## config.mk

```make
export PLATFORM = sky130hd
export DESIGN_NAME = sram_ctrl
export DESIGN_NICKNAME = d
export VERILOG_FILES = /design/src/rtl/sram_ctrl_pkg.sv /design/src/rtl/sram_cycle_timer.sv /design/src/rtl/sram_lane_decode.sv /design/src/rtl/sram_dq_path.sv /design/src/rtl/sram_ctrl.sv
export SDC_FILE = /design/constraint.sdc
export NUM_CORES = 1
export LEC_CHECK = 0
export CAP_MARGIN = 20
export CELL_PAD_IN_SITES_DETAIL_PLACEMENT = 0
export CELL_PAD_IN_SITES_GLOBAL_PLACEMENT = 1
export CORE_MARGIN = 2
export CORE_UTILIZATION = 35
export DETAILED_ROUTE_END_ITERATION = 12
export GPL_TIMING_DRIVEN = 0
export PLACE_DENSITY_LB_ADDON = 0.05
export SLEW_MARGIN = 10
export SYNTH_ARGS = -nofsm -noshare
export SYNTH_HDL_FRONTEND = slang
export SYNTH_SLANG_ARGS = --single-unit
export TNS_END_PERCENT = 100
```

## constraint.sdc

```tcl
create_clock -name clk_i -period 2.4 [get_ports clk_i]
set_input_delay 0.72 -clock clk_i [delete_from_list [all_inputs] [get_ports clk_i]]
set_output_delay 0.72 -clock clk_i [all_outputs]
set_load 0.05 [all_outputs]
```

## src/rtl/sram_ctrl_pkg.sv

```systemverilog
package sram_ctrl_pkg;

  typedef enum logic [2:0] {
    ST_IDLE,
    ST_RD_ACCESS,
    ST_RD_CAPTURE,
    ST_WR_SETUP,
    ST_WR_PULSE,
    ST_WR_RECOVER,
    ST_TURNAROUND
  } ctrl_state_e;

  function automatic int unsigned max_u(input int unsigned a, input int unsigned b);
    return (a > b) ? a : b;
  endfunction

endpackage

```

## src/rtl/sram_cycle_timer.sv

```systemverilog
module sram_cycle_timer #(
  parameter int unsigned CNT_W = 4
) (
  input  logic             clk_i,
  input  logic             rst_ni,
  input  logic             load_i,
  input  logic [CNT_W-1:0] load_val_i,
  output logic             done_o
);

  logic [CNT_W-1:0] cnt_q;

  always_ff @(posedge clk_i or negedge rst_ni) begin
    if (!rst_ni)            cnt_q <= '0;
    else if (load_i)        cnt_q <= load_val_i;
    else if (cnt_q != '0)   cnt_q <= cnt_q - 1'b1;
  end

  assign done_o = (cnt_q == '0);

endmodule

```

## src/rtl/sram_lane_decode.sv

```systemverilog
module sram_lane_decode #(
  parameter int unsigned LANES  = 2,
  parameter int unsigned LANE_W = 8,
  localparam int unsigned DATA_W = LANES * LANE_W
) (
  input  logic              sel_i,
  input  logic [LANES-1:0]  be_i,
  output logic [LANES-1:0]  lane_n_o,
  output logic [DATA_W-1:0] mask_o
);

  for (genvar g = 0; g < LANES; g++) begin : g_lane
    assign lane_n_o[g]              = ~(sel_i & be_i[g]);
    assign mask_o[g*LANE_W +: LANE_W] = {LANE_W{be_i[g]}};
  end

endmodule

```

## src/rtl/sram_dq_path.sv

```systemverilog
module sram_dq_path #(
  parameter int unsigned ADDR_W = 16,
  parameter int unsigned DATA_W = 16
) (
  input  logic              clk_i,
  input  logic              rst_ni,
  input  logic              accept_i,
  input  logic [ADDR_W-1:0] addr_i,
  input  logic [DATA_W-1:0] wdata_i,
  input  logic              capture_i,
  input  logic [DATA_W-1:0] mask_i,
  input  logic [DATA_W-1:0] dq_i,
  output logic [ADDR_W-1:0] addr_o,
  output logic [DATA_W-1:0] wdata_o,
  output logic [DATA_W-1:0] rdata_o
);

  logic [ADDR_W-1:0] addr_q;
  logic [DATA_W-1:0] wdata_q;
  logic [DATA_W-1:0] rdata_q;

  // address and data held for the whole memory cycle
  always_ff @(posedge clk_i or negedge rst_ni) begin
    if (!rst_ni) begin
      addr_q  <= '0;
      wdata_q <= '0;
    end else if (accept_i) begin
      addr_q  <= addr_i;
      wdata_q <= wdata_i;
    end
  end

  always_ff @(posedge clk_i or negedge rst_ni) begin
    if (!rst_ni)        rdata_q <= '0;
    else if (capture_i) rdata_q <= dq_i & mask_i;
  end

  assign addr_o  = addr_q;
  assign wdata_o = wdata_q;
  assign rdata_o = rdata_q;

endmodule

```

## src/rtl/sram_ctrl.sv

```systemverilog
module sram_ctrl
  import sram_ctrl_pkg::*;
#(
  parameter int unsigned ADDR_W         = 16,
  parameter int unsigned DATA_W         = 16,
  parameter int unsigned WE_LOW_CYC     = 4,
  parameter int unsigned ADDR_WE_CYC    = 6,
  parameter int unsigned DATA_SETUP_CYC = 3,
  parameter int unsigned WR_CYCLE_CYC   = 7,
  parameter int unsigned RD_ACC_CYC     = 7,
  parameter int unsigned OE_ACC_CYC     = 4,
  parameter int unsigned TURN_CYC       = 3
) (
  input  logic                clk_i,
  input  logic                rst_ni,
  input  logic                req_valid_i,
  output logic                req_ready_o,
  input  logic                req_we_i,
  input  logic [ADDR_W-1:0]   req_addr_i,
  input  logic [DATA_W-1:0]   req_wdata_i,
  input  logic [DATA_W/8-1:0] req_be_i,
  output logic                rsp_valid_o,
  output logic [DATA_W-1:0]   rsp_rdata_o,
  output logic [ADDR_W-1:0]   sram_addr_o,
  output logic [DATA_W-1:0]   sram_dq_o,
  output logic                sram_dq_oe_o,
  input  logic [DATA_W-1:0]   sram_dq_i,
  output logic                sram_ce_no,
  output logic                sram_we_no,
  output logic                sram_oe_no,
  output logic                sram_ub_no,
  output logic                sram_lb_no
);

  localparam int unsigned LANES     = DATA_W / 8;
  // setup cycle already covers one cycle of address and data setup
  localparam int unsigned PULSE_CYC = max_u(WE_LOW_CYC,
                                      max_u(ADDR_WE_CYC - 1, DATA_SETUP_CYC - 1));
  localparam int unsigned REC_CYC   = (WR_CYCLE_CYC > PULSE_CYC + 2) ?
                                      (WR_CYCLE_CYC - 1 - PULSE_CYC) : 1;
  localparam int unsigned RD_WAIT   = max_u(RD_ACC_CYC, OE_ACC_CYC);
  localparam int unsigned TURN_EFF  = max_u(TURN_CYC, 1);
  localparam int unsigned TMR_MAX   = max_u(max_u(PULSE_CYC, REC_CYC),
                                      max_u(RD_WAIT, TURN_EFF));
  localparam int unsigned CNT_W     = $clog2(TMR_MAX + 1);

  ctrl_state_e      state_q, state_d;
  logic [LANES-1:0] be_q;
  logic             accept;
  logic             tmr_load;
  logic [CNT_W-1:0] tmr_val;
  logic             tmr_done;
  logic             cyc_sel;
  logic             rd_phase;
  logic             wr_phase;
  logic             capture;
  logic [LANES-1:0] lane_n;
  logic [DATA_W-1:0] lane_mask;

  assign req_ready_o = (state_q == ST_IDLE);
  assign accept      = req_valid_i & req_ready_o;

  always_ff @(posedge clk_i or negedge rst_ni) begin
    if (!rst_ni)     be_q <= '0;
    else if (accept) be_q <= req_be_i;
  end

  always_comb begin
    state_d  = state_q;
    tmr_load = 1'b0;
    tmr_val  = '0;
    unique case (state_q)
      ST_IDLE: begin
        if (accept) begin
          if (req_we_i) begin
            state_d = ST_WR_SETUP;
          end else begin
            state_d  = ST_RD_ACCESS;
            tmr_load = 1'b1;
            tmr_val  = CNT_W'(RD_WAIT - 1);
          end
        end
      end
      ST_WR_SETUP: begin
        state_d  = ST_WR_PULSE;
        tmr_load = 1'b1;
        tmr_val  = CNT_W'(PULSE_CYC - 1);
      end
      ST_WR_PULSE: begin
        if (tmr_done) begin
          state_d  = ST_WR_RECOVER;
          tmr_load = 1'b1;
          tmr_val  = CNT_W'(REC_CYC - 1);
        end
      end
      ST_WR_RECOVER: begin
        if (tmr_done) state_d = ST_IDLE;
      end
      ST_RD_ACCESS: begin
        if (tmr_done) state_d = ST_RD_CAPTURE;
      end
      ST_RD_CAPTURE: begin
        state_d  = ST_TURNAROUND;
        tmr_load = 1'b1;
        tmr_val  = CNT_W'(TURN_EFF - 1);
      end
      ST_TURNAROUND: begin
        if (tmr_done) state_d = ST_IDLE;
      end
      default: state_d = ST_IDLE;
    endcase
  end

  always_ff @(posedge clk_i or negedge rst_ni) begin
    if (!rst_ni) state_q <= ST_IDLE;
    else         state_q <= state_d;
  end

  assign rd_phase = (state_q == ST_RD_ACCESS);
  assign wr_phase = (state_q == ST_WR_SETUP) | (state_q == ST_WR_PULSE) |
                    (state_q == ST_WR_RECOVER);
  assign cyc_sel  = rd_phase | wr_phase;
  assign capture  = rd_phase & tmr_done;

  sram_cycle_timer #(
    .CNT_W (CNT_W)
  ) u_timer (
    .clk_i      (clk_i),
    .rst_ni     (rst_ni),
    .load_i     (tmr_load),
    .load_val_i (tmr_val),
    .done_o     (tmr_done)
  );

  sram_lane_decode #(
    .LANES  (LANES),
    .LANE_W (8)
  ) u_lanes (
    .sel_i    (cyc_sel),
    .be_i     (be_q),
    .lane_n_o (lane_n),
    .mask_o   (lane_mask)
  );

  sram_dq_path #(
    .ADDR_W (ADDR_W),
    .DATA_W (DATA_W)
  ) u_dq (
    .clk_i     (clk_i),
    .rst_ni    (rst_ni),
    .accept_i  (accept),
    .addr_i    (req_addr_i),
    .wdata_i   (req_wdata_i),
    .capture_i (capture),
    .mask_i    (lane_mask),
    .dq_i      (sram_dq_i),
    .addr_o    (sram_addr_o),
    .wdata_o   (sram_dq_o),
    .rdata_o   (rsp_rdata_o)
  );

  assign sram_ce_no   = ~cyc_sel;
  assign sram_we_no   = (state_q != ST_WR_PULSE);
  assign sram_oe_no   = ~rd_phase;
  assign sram_dq_oe_o = wr_phase;
  assign sram_lb_no   = lane_n[0];
  assign sram_ub_no   = lane_n[LANES-1];
  assign rsp_valid_o  = (state_q == ST_RD_CAPTURE);

endmodule

```

Word level (Yosys, flattened, before mapping). Cells that the tools add are included.

Bits in registers: 56. Input bits: 54. Logic and storage cells: 52. Output and inout port bits: 56.

Equal/unequal tests: 11. Reduce and logical (&&, ||, !) cells: 7. Mux-type cells: 15. Add/sub/neg operators: 1. Bitwise logic cells: 12.

Operators by type and width (number): $mux 3 (8); $pmux 3 s6 (1); $and 16x16->16 (1); $eq 3x3->1 const B (3); $pmux 3 s3 (1); $eq 3x2->1 const B (2); $logic_not 3->1 (2); $and 1x1->1 (4); $ne 2x1->1 const B (2); $ne 2x2->1 const B (2); $not 1->1 (4); $reduce_and 4->1 (1); $reduce_or 2->1 (2); $eq 3x1->1 const B (1); $mux 1 (3); $ne 3x3->1 const B (1); $or 1x1->1 (3); $pmux 1 s3 (1); $reduce_bool 3->1 (1); $sub 3x1->3 const B (1); $mux 2 (1); $reduce_bool 2->1 (1).

Depth between registers and ports, before layout. Gate-level depths: netlist of the first run.

Word-level depth: 6. Gate-level depth with buffers: 7. Gate-level depth less buffers: 6.

Modules after synthesis. A second synthesis of the first run with hierarchy kept.

Cell total of the unflattened synthesis: 216. Area, all modules: 2703.8 um^2.

By module, submodules not included: sram_dq_path (times used 1, cells an instance 135, area an instance 1980.6 um^2, sequential area each 1201.2 um^2); sram_ctrl (times used 1, cells an instance 42, area an instance 395.4 um^2, sequential area each 125.1 um^2); sram_cycle_timer (times used 1, cells an instance 21, area an instance 200.2 um^2, sequential area each 75.1 um^2); sram_lane_decode (times used 1, cells an instance 18, area an instance 127.6 um^2, sequential area each 0.0 um^2).

Least setup slack after synthesis of the first run. Ideal clock, no wire load.

Path type: reg-to-output. Start: reg state_q[1]. End: out sram_dq_oe_o. Arrival time: 1.537 ns. Cell stages (with the launch flop): 4. Required time: 1.680 ns. Path slack: 0.143 ns. Buffers on the path: 1. Path through: dfrtp_1 > clkbuf_1 > nand2_1 > mux2i_1.

Longest elaborated chain between the ends: 3. Elaborated cells on any way between the ends: 5. Those cells by class: eq/ne: 3; bitwise: 2.

Ends and longest elaborated chain: from (decl) (RTL line sram_ctrl.sv:47) `ctrl_state_e state_q, state_d;`; from (signal assigned) (RTL line sram_ctrl.sv:116) `else state_q <= state_d;`; $eq 3x2->1 / $eq 3x3->1 (equally long branches) (RTL line sram_ctrl.sv:120) `assign wr_phase = (state_q == ST_WR_SETUP) | (state_q == ST_WR_PULSE) |`; $or 1x1->1 (RTL line sram_ctrl.sv:120); $or 1x1->1 * (RTL line sram_ctrl.sv:120); to (decl) (RTL line sram_ctrl.sv:26) `output logic sram_dq_oe_o,`.

Mark *: on every way between the ends. The rest lies on a longest branch, timed or not.

Worst setup path in the final report of the first run.
Start: reg state_q[2]. End: out sram_oe_no.

Longest elaborated chain between the ends: 2.

Ends and longest elaborated chain: $eq 3x1->1 (RTL line sram_ctrl.sv:119) `assign rd_phase = (state_q == ST_RD_ACCESS);`; $not 1->1 (RTL line sram_ctrl.sv:164) `assign sram_oe_no = ~rd_phase;`; to (decl) (RTL line sram_ctrl.sv:30) `output logic sram_oe_no,`.

No other way between the ends.

==> impl_metrics.yaml, run 1 <==
run_status:
  status: "finished, final reports clean"
yosys:
  synthTopCellsByCount: "dfrtp_1 (56), nand2_1 (39), mux2_4 (30)"
  yosys_register_bits: 56
  syn_area_per_cell_um2: 13.1
  ys_warn_count: 0
  synth-seq-area-share_pct: 54.5
  yosysUniqueCellTypes: 32
  yosys.area.top_type: "dfrtp_1"
  synth_edf_count: 0
  synth-async-reset-ratio_pct: 100
  netlist_area_mm2: 0.00257
  synth_top_area_share_pct: 54.5
  synthTopCellsByArea: "dfrtp_1 (54%), mux2_4 (18%), nand2_1 (5.7%)"
  synth.most_common_cell: "dfrtp_1"
  synthesis.nets: 253
  ys.flop_type: "dfrtp_1"
  syn_inst: 197
route:
  vias: 1843
  antenna_left: 0
  drt_iter0_markers: 44
  via_per_inst: 4.46
  drc_errors: 0
  dr.pass1.iters: 3
  wirelength_um: 5750
  wl_per_cell_um: 13.9
global_route:
  globalRouteMet2Util_pct: 23.1
  gr-usage-met1_pct: 21.1
  grt_pass1_vias: 1904
  grt-ovfl-total: 0
  grt_max_degree: 57
  grt_usage_pct: 14.9
  grt_busiest_layer: "met2"
  antenna_found_initial: 0
  grt_first_pass_wirelength_um: 9780
  grt_use_met3_pct: 3.35
sta:
  setup_viol: 0
  finClkSkew_ps: 5.46
  period_minus_slack_ps: 2320
  rsz0062_at_grt: "false"
  hold_viol_final: 0
  fin_tns_setup_ps: 0
  fmax_ghz: 0.432
  period_share_pct: 96.6
  tightest_slew_ps: 714
  maxSlewViolCount: 0
  max_slew_margin_pct: 52.4
critical_path:
  crit_slowest_cell: "dfrtp_2"
  required_ps: 1680
  crit_fanout: 6
  end_kind: "output pin"
  crit_type: "reg -> out"
  critical_path_arrival_ps: 1600
  worstSetupStartpoint: "state_q[2]"
  cp-start-kind: "register"
  rr_startpoint: "state_q[2]"
  critPathMaxStageDelay_ps: 460
  crit_chain: "or3b_4 > dlygate4sd2_1"
placed_design:
  port_buffers: 109
  routabilityCongestion: 0.742
  dp_hpwl_um: 4130
clock_network:
  cts_root_buf: "clkbuf_8"
  path_clk_slew_ps: 90
  clk-insertion-delay-late_ps: 300
  cts.sinks: 56
  hold_buffers: 0
  clockBufferDepth: 2
  cts_tree: "built"
  htree_num_levels: 2
  post_cts_buffers: 0
  cts_buffers: 5
floorplanning:
  rows: 31
  core_mm2: 0.00718
  die_w_um: 89.7
  dieArea_mm2: 0.00805
  ios: 110
  dieHeight_um: 89.7
  start_util_pct: 35.9
layout:
  register_area_mm2: 0.00140
  nets: 369
  area_delta_synth_final_pct: 51.4
  num-fill-cells: 642
  diodes: 0
  drive_above_1_share_pct: 23.9
  multi_input_area_mm2: 0.00103
job:
  max-cap-violations: 0
worst_hold_path:
  min_path_type: "in -> async"
==> path summary, 6_finish.rpt <==
kind,endpoint,slack [ps],cells after the start
min in group clk_i,u_dq.rdata_o[3],490,2
worst max-delay path,sram_oe_no,80,2
worst min register to register,u_dq.rdata_o[3],490,2
worst max register to register,u_dq.wdata_o[12],850,5
max in group asynchronous,state_q[2],1430,1
worst min-delay path,u_dq.addr_o[10],460,1
==> layout by cell type, fill, tap and decap left out, types with 2 or more instances in the layout <==
| master | Yosys | layout |
|---|---|---|
| a211oi_1 | 2 | 2 |
| a21oi_1 | 5 | 4 |
| buf_1 | 2 | 2 |
| buf_12 | 3 | 3 |
| buf_2 | 1 | 4 |
| buf_4 | 0 | 2 |
| buf_6 | 3 | 3 |
| clkbuf_2 | 0 | 3 |
| clkbuf_8 | 0 | 7 |
| clkdlybuf4s50_1 | 0 | 100 |
| dfrtp_1 | 56 | 55 |
| dlygate4sd2_1 | 0 | 2 |
| ha_1 | 2 | 2 |
| inv_1 | 4 | 4 |
| mux2_1 | 5 | 5 |
| mux2_4 | 30 | 30 |
| mux2i_1 | 2 | 2 |
| nand2_1 | 39 | 39 |
| nor2_1 | 5 | 5 |
| nor2b_1 | 3 | 3 |
| o21ai_0 | 2 | 2 |
| o21ai_1 | 4 | 4 |
| o21ai_2 | 13 | 13 |
| o22ai_1 | 2 | 2 |
==> critical path, delay by kind of cell (launching register included) <==
family        cells  cell delay [ps]
flops             1              460
buf+inv           1              430
simple gates      1              410
==> sequential cells by signal, indices dropped and copies added, names as in the netlist <==
register       cells
u_dq.addr_o       16
u_timer.cnt_q      3
u_dq.rdata_o      16
be_q               2
u_dq.wdata_o      16
state_q            3
==> per-stage QoR <==
step                      hold slack, ps  util [%]  setup slack [ps]  cell area, um^2  std cells
after floorplan                      424         -               143             2570        197
after global placement               461      52.8             -1290             3790        405
after detailed placement             467      52.7              -162             3780        405
after CTS                            489      54.6             -40.5             3920        413
after global routing                 508      54.3              9.29             3890        413
final                                463      54.3              82.7             3890        413
==> area by class of cell <==
type,instances,share of cell area (%)
buffer,12,3.44
clock buffer,7,2.47
clock inverter,1,0.771
inverter,4,0.385
multi-input combinational,125,26.5
sequential,56,36.0
tap,99,3.18
timing repair buffer,109,27.3
==> what timing repair did <==
item	CTS	global route
gates resized for setup	21	12
setup endpoints to repair	8	5
pin swaps	0	0
==> routing by layer <==
| metal | vias up | share of wire (%) |
|---|---|---|
| li1 | 900 | - |
| met1 | 880 | 48 |
| met2 | 58 | 46 |
| met3 | 5 | 4.8 |
| met4 | 0 | 1.2 |
| met5 | - | 0 |
==> cell families (layout without fill, tap and decap cells) <==
kind of cell | Yosys count | after routing | synth area share (%)
AOI/OAI and AO/OA | 31 | 31 | 8.61
adders and majority gates | 2 | 2 | 0.973
buffers and inverters | 16 | 133 | 5.59
and+or+nand+nor | 55 | 55 | 9.87
muxes | 37 | 37 | 20.5
DFF | 56 | 56 | 54.5
Power of run 1 is left out: the tool's default activity adds up to more than one toggle a clock period on the data nets, which glitch-free logic cannot reach.
==> run 2, diff against run 1 <==
--- a/config.mk
+++ b/config.mk
@@ -5,11 +5,14 @@
 export SDC_FILE = /design/constraint.sdc
 export NUM_CORES = 1
 export LEC_CHECK = 0
+export ABC_AREA = 1
+export ABC_CLOCK_PERIOD_IN_PS = 2400
 export CAP_MARGIN = 20
 export CELL_PAD_IN_SITES_DETAIL_PLACEMENT = 0
 export CELL_PAD_IN_SITES_GLOBAL_PLACEMENT = 1
+export CORE_ASPECT_RATIO = 0.6
 export CORE_MARGIN = 2
-export CORE_UTILIZATION = 35
+export CORE_UTILIZATION = 32
 export DETAILED_ROUTE_END_ITERATION = 12
 export GPL_TIMING_DRIVEN = 0
 export PLACE_DENSITY_LB_ADDON = 0.05
==> run 2 against run 1 <==
Via count increased by 25%. Global-route usage rose by 1.3 points. Register-to-register slack better by 40 ps. Final cell count grew 22%. Synthesized cell count grew 45%. Non-clock buffer count rose by 2. First-iteration DRC count grew to 3.8 times the previous value. Utilization decreased by 2.7 points. Area after synthesis is 3.1% lower. Maximum frequency is 0.30% lower. Sequential share of layout area increased by 0.67 points. Count of clock-buffer cells in the layout fell by 1. Critical endpoint is now req_ready_o. Largest cell class unchanged.
==> impl_metrics.yaml, run 2 <==
run_status:
  status: "finished, final reports clean"
power_and_ir_drop:
  switching_share_pct: 51.8
  power_frac_seq_pct: 26.8
  combPwrFrac_pct: 61.3
  power_switching_mw: 3.23
  power_frac_clock_pct: 12.0
  power_mw: 6.23
  p_leak_nw: 1.84
  power_per_cell_area_mw_per_mm2: 1630
  internal_power_mw: 3.00
  ir_worst_vdd_mv: 0.701
clock_network:
  cts_root_buf: "clkbuf_16"
  clk-insertion-delay-late_ps: 290
  cts.sinks: 56
  htree_num_levels: 2
  post_cts_buffers: 0
  hold_buffers: 0
  path_clk_slew_ps: 70
  cts_tree: "built"
  clockBufferDepth: 2
  cts_buffers: 5
layout:
  drive_above_1_share_pct: 9.50
  nets: 455
  area_delta_synth_final_pct: 53.5
  diodes: 0
  final_cell_mix: "nand2_1 (102), clkdlybuf4s50_1 (99), nand3_1 (59), dfrtp_1 (54), o21ai_0 (17)"
  fin_area_mm2: 0.00383
  stdcell_count: 504
  post-route-util_pct: 51.6
  final_common_cell: "nand2_1"
worst_hold_path:
  whs_path_depth: 2
  hold_path_startpoint: "u_dq.addr_o[3]"
  hold_end: "u_dq.addr_o[3]"
  min_path_type: "reg -> reg"
critical_path:
  required_ps: 1680
  rrSetupSlack_ps: 890
  rr_endpoint: "u_dq.rdata_o[11]"
  rr_startpoint: "u_timer.cnt_q[0]"
  crit_chain: "nor2_4 > nand2_2 > inv_4 > buf_4 > buf_4"
  cp-start-kind: "register"
  cp_num_buf_inv: 3
  crit_slowest_cell: "dfrtp_2"
  critPathMaxStageDelay_ps: 470
  critPathTopFamily: "buffers and inverters"
  end_kind: "output pin"
  critical_path_arrival_ps: 1600
  critPathMostFrequentCell: "buf_4"
  crit_type: "reg -> out"
  worstRegToRegCells: 8
  crit_fanout: 10
sta:
  rsz0062_at_grt: "false"
  fmax_ghz: 0.430
  finClkSkew_ps: 5.04
  period_share_pct: 96.8
  maxSlewViolCount: 0
  period_minus_slack_ps: 2320
  whs_ps: 471
  fin_tns_setup_ps: 0
  tightest_slew_ps: 721
  finalWorstSetupSlack_ps: 75.8
  max_slew_margin_pct: 52.0
  hold_viol_final: 0
  setup_viol: 0
route:
  drt_iter0_markers: 165
  wirelength_um: 6830
  drc_errors: 0
  antenna_left: 0
  wl_per_cell_um: 13.5
  dr.pass1.iters: 4
  via_per_inst: 4.55
  vias: 2295
floorplanning:
  dieHeight_um: 72.4
  start_util_pct: 33.6
  core_mm2: 0.00742
  rows: 24
  dieArea_mm2: 0.00854
  ios: 110
  die_w_um: 118
yosys:
  yosys.area.top_type: "dfrtp_1"
  yosys.area_share.xor_xnor_pct: 0.351
  synth_compound_area_share_pct: 4.37
  synth.most_common_cell: "nand2_1"
  yosysUniqueCellTypes: 26
  syn_inst: 285
  synthesis.nets: 341
  synth-async-reset-ratio_pct: 100
  synth-simple-area-share_pct: 31.9
  synth_edf_count: 0
  synthTopCellsByArea: "dfrtp_1 (56%), nand2_1 (15%), nand3_1 (12%)"
  netlist_area_mm2: 0.00249
  yosys_register_bits: 56
  synth-seq-area-share_pct: 56.2
  synth_top_family_by_area: "simple AND/OR/NAND/NOR gates"
  synthTopCellsByCount: "nand2_1 (102), nand3_1 (59), dfrtp_1 (56)"
  ys_warn_count: 0
  syn_area_per_cell_um2: 8.75
  synthAdderAreaFrac_pct: 1.00
  ys.flop_type: "dfrtp_1"
  synth_mux_area_share_pct: 0
  synth_top_area_share_pct: 56.2
placed_design:
  port_buffers: 108
  routabilityCongestion: 0.752
  dp_slack_ps: -227
  dpl.cell_count: 497
  post_dp_cell_area_mm2: 0.00370
  dp_hpwl_um: 4940
global_route:
  grt_usage_pct: 16.2
  grt_pass1_vias: 2092
  grt_max_degree: 57
  grt_first_pass_wirelength_um: 10800
  antenna_found_initial: 0
  grt-ovfl-total: 0
job:
  max-cap-violations: 0
-- run 2: cell types whose count changed after synthesis, moves of 3 or more --
| cell | delta |
|---|---|
| nand2_1 | +63 |
| nand3_1 | +59 |
| mux2_4 | -30 |
| o21ai_0 | +15 |
| o21ai_2 | -12 |
| inv_1 | +6 |
| mux2_1 | -5 |
| a21oi_1 | -4 |
| buf_4 | +4 |
| buf_12 | -3 |
| nor2b_1 | -3 |
-- run 2: worst max-delay path by stage --
stage                     slack, ps        endpoint       start  cells after the start
final                            80     req_ready_o  state_q[0]                      5
after global routing              1      sram_oe_no  state_q[2]                      4
after CTS                         2      sram_oe_no  state_q[1]                      4
after detailed placement       -230     req_ready_o  state_q[0]                      5
after global placement        -1310  u_dq.addr_o[3]      rst_ni                      1
after floorplan                 610      sram_lb_no  state_q[0]                      3
-- run 2: cells by family after synthesis --
group           Yosys count
compound gates           21
xor+xnor                  1
fa+ha+maj                 2
buf+inv                  28
flops                    56
simple gates            177
-- run 2: area by class of cell --
type                       instances  area (um^2)
multi-input combinational        201          937
timing repair buffer             108         1060
fill                             713         3590
clock inverter                     2         10.0
sequential                        56         1400
buffer                            15          104
tap                              104          130
clock buffer                       6          139
inverter                          12         47.5
-- run 2: what timing repair did --
action | 4_1_cts | 5_1_grt
setup endpoints to repair | 8 | 7
pin swaps | 0 | 0
hold endpoints to repair | 0 | 0
gates resized for setup | 17 | 9
-- run 2: per-layer routing --
metal | part of all wire, % | global-route usage (%)
met2 | 39 | 21.4
met3 | 9.9 | 6.68
met5 | 0 | 0
met4 | 1.1 | 4.82
met1 | 50 | 23.8
-- run 2: power groups by stage --
stage / registers [mW] / clock network [mW] / logic [mW]
2_1_floorplan: 2.92 / 0 / 1.34
3_3_place_gp: 1.64 / 0 / 3.93
3_5_place_dp: 1.65 / 0 / 3.93
4_1_cts: 1.67 / 0.769 / 3.86
5_1_grt: 1.73 / 0.796 / 4.09
6_report: 1.67 / 0.745 / 3.82
-- run 2: worst min-delay path, delay by kind of cell (launching register included) --
family / cells / cell delay, ps
simple gates: 2 / 90
flops: 1 / 350
No activity file was read; power rests on OpenSTA's default activity.
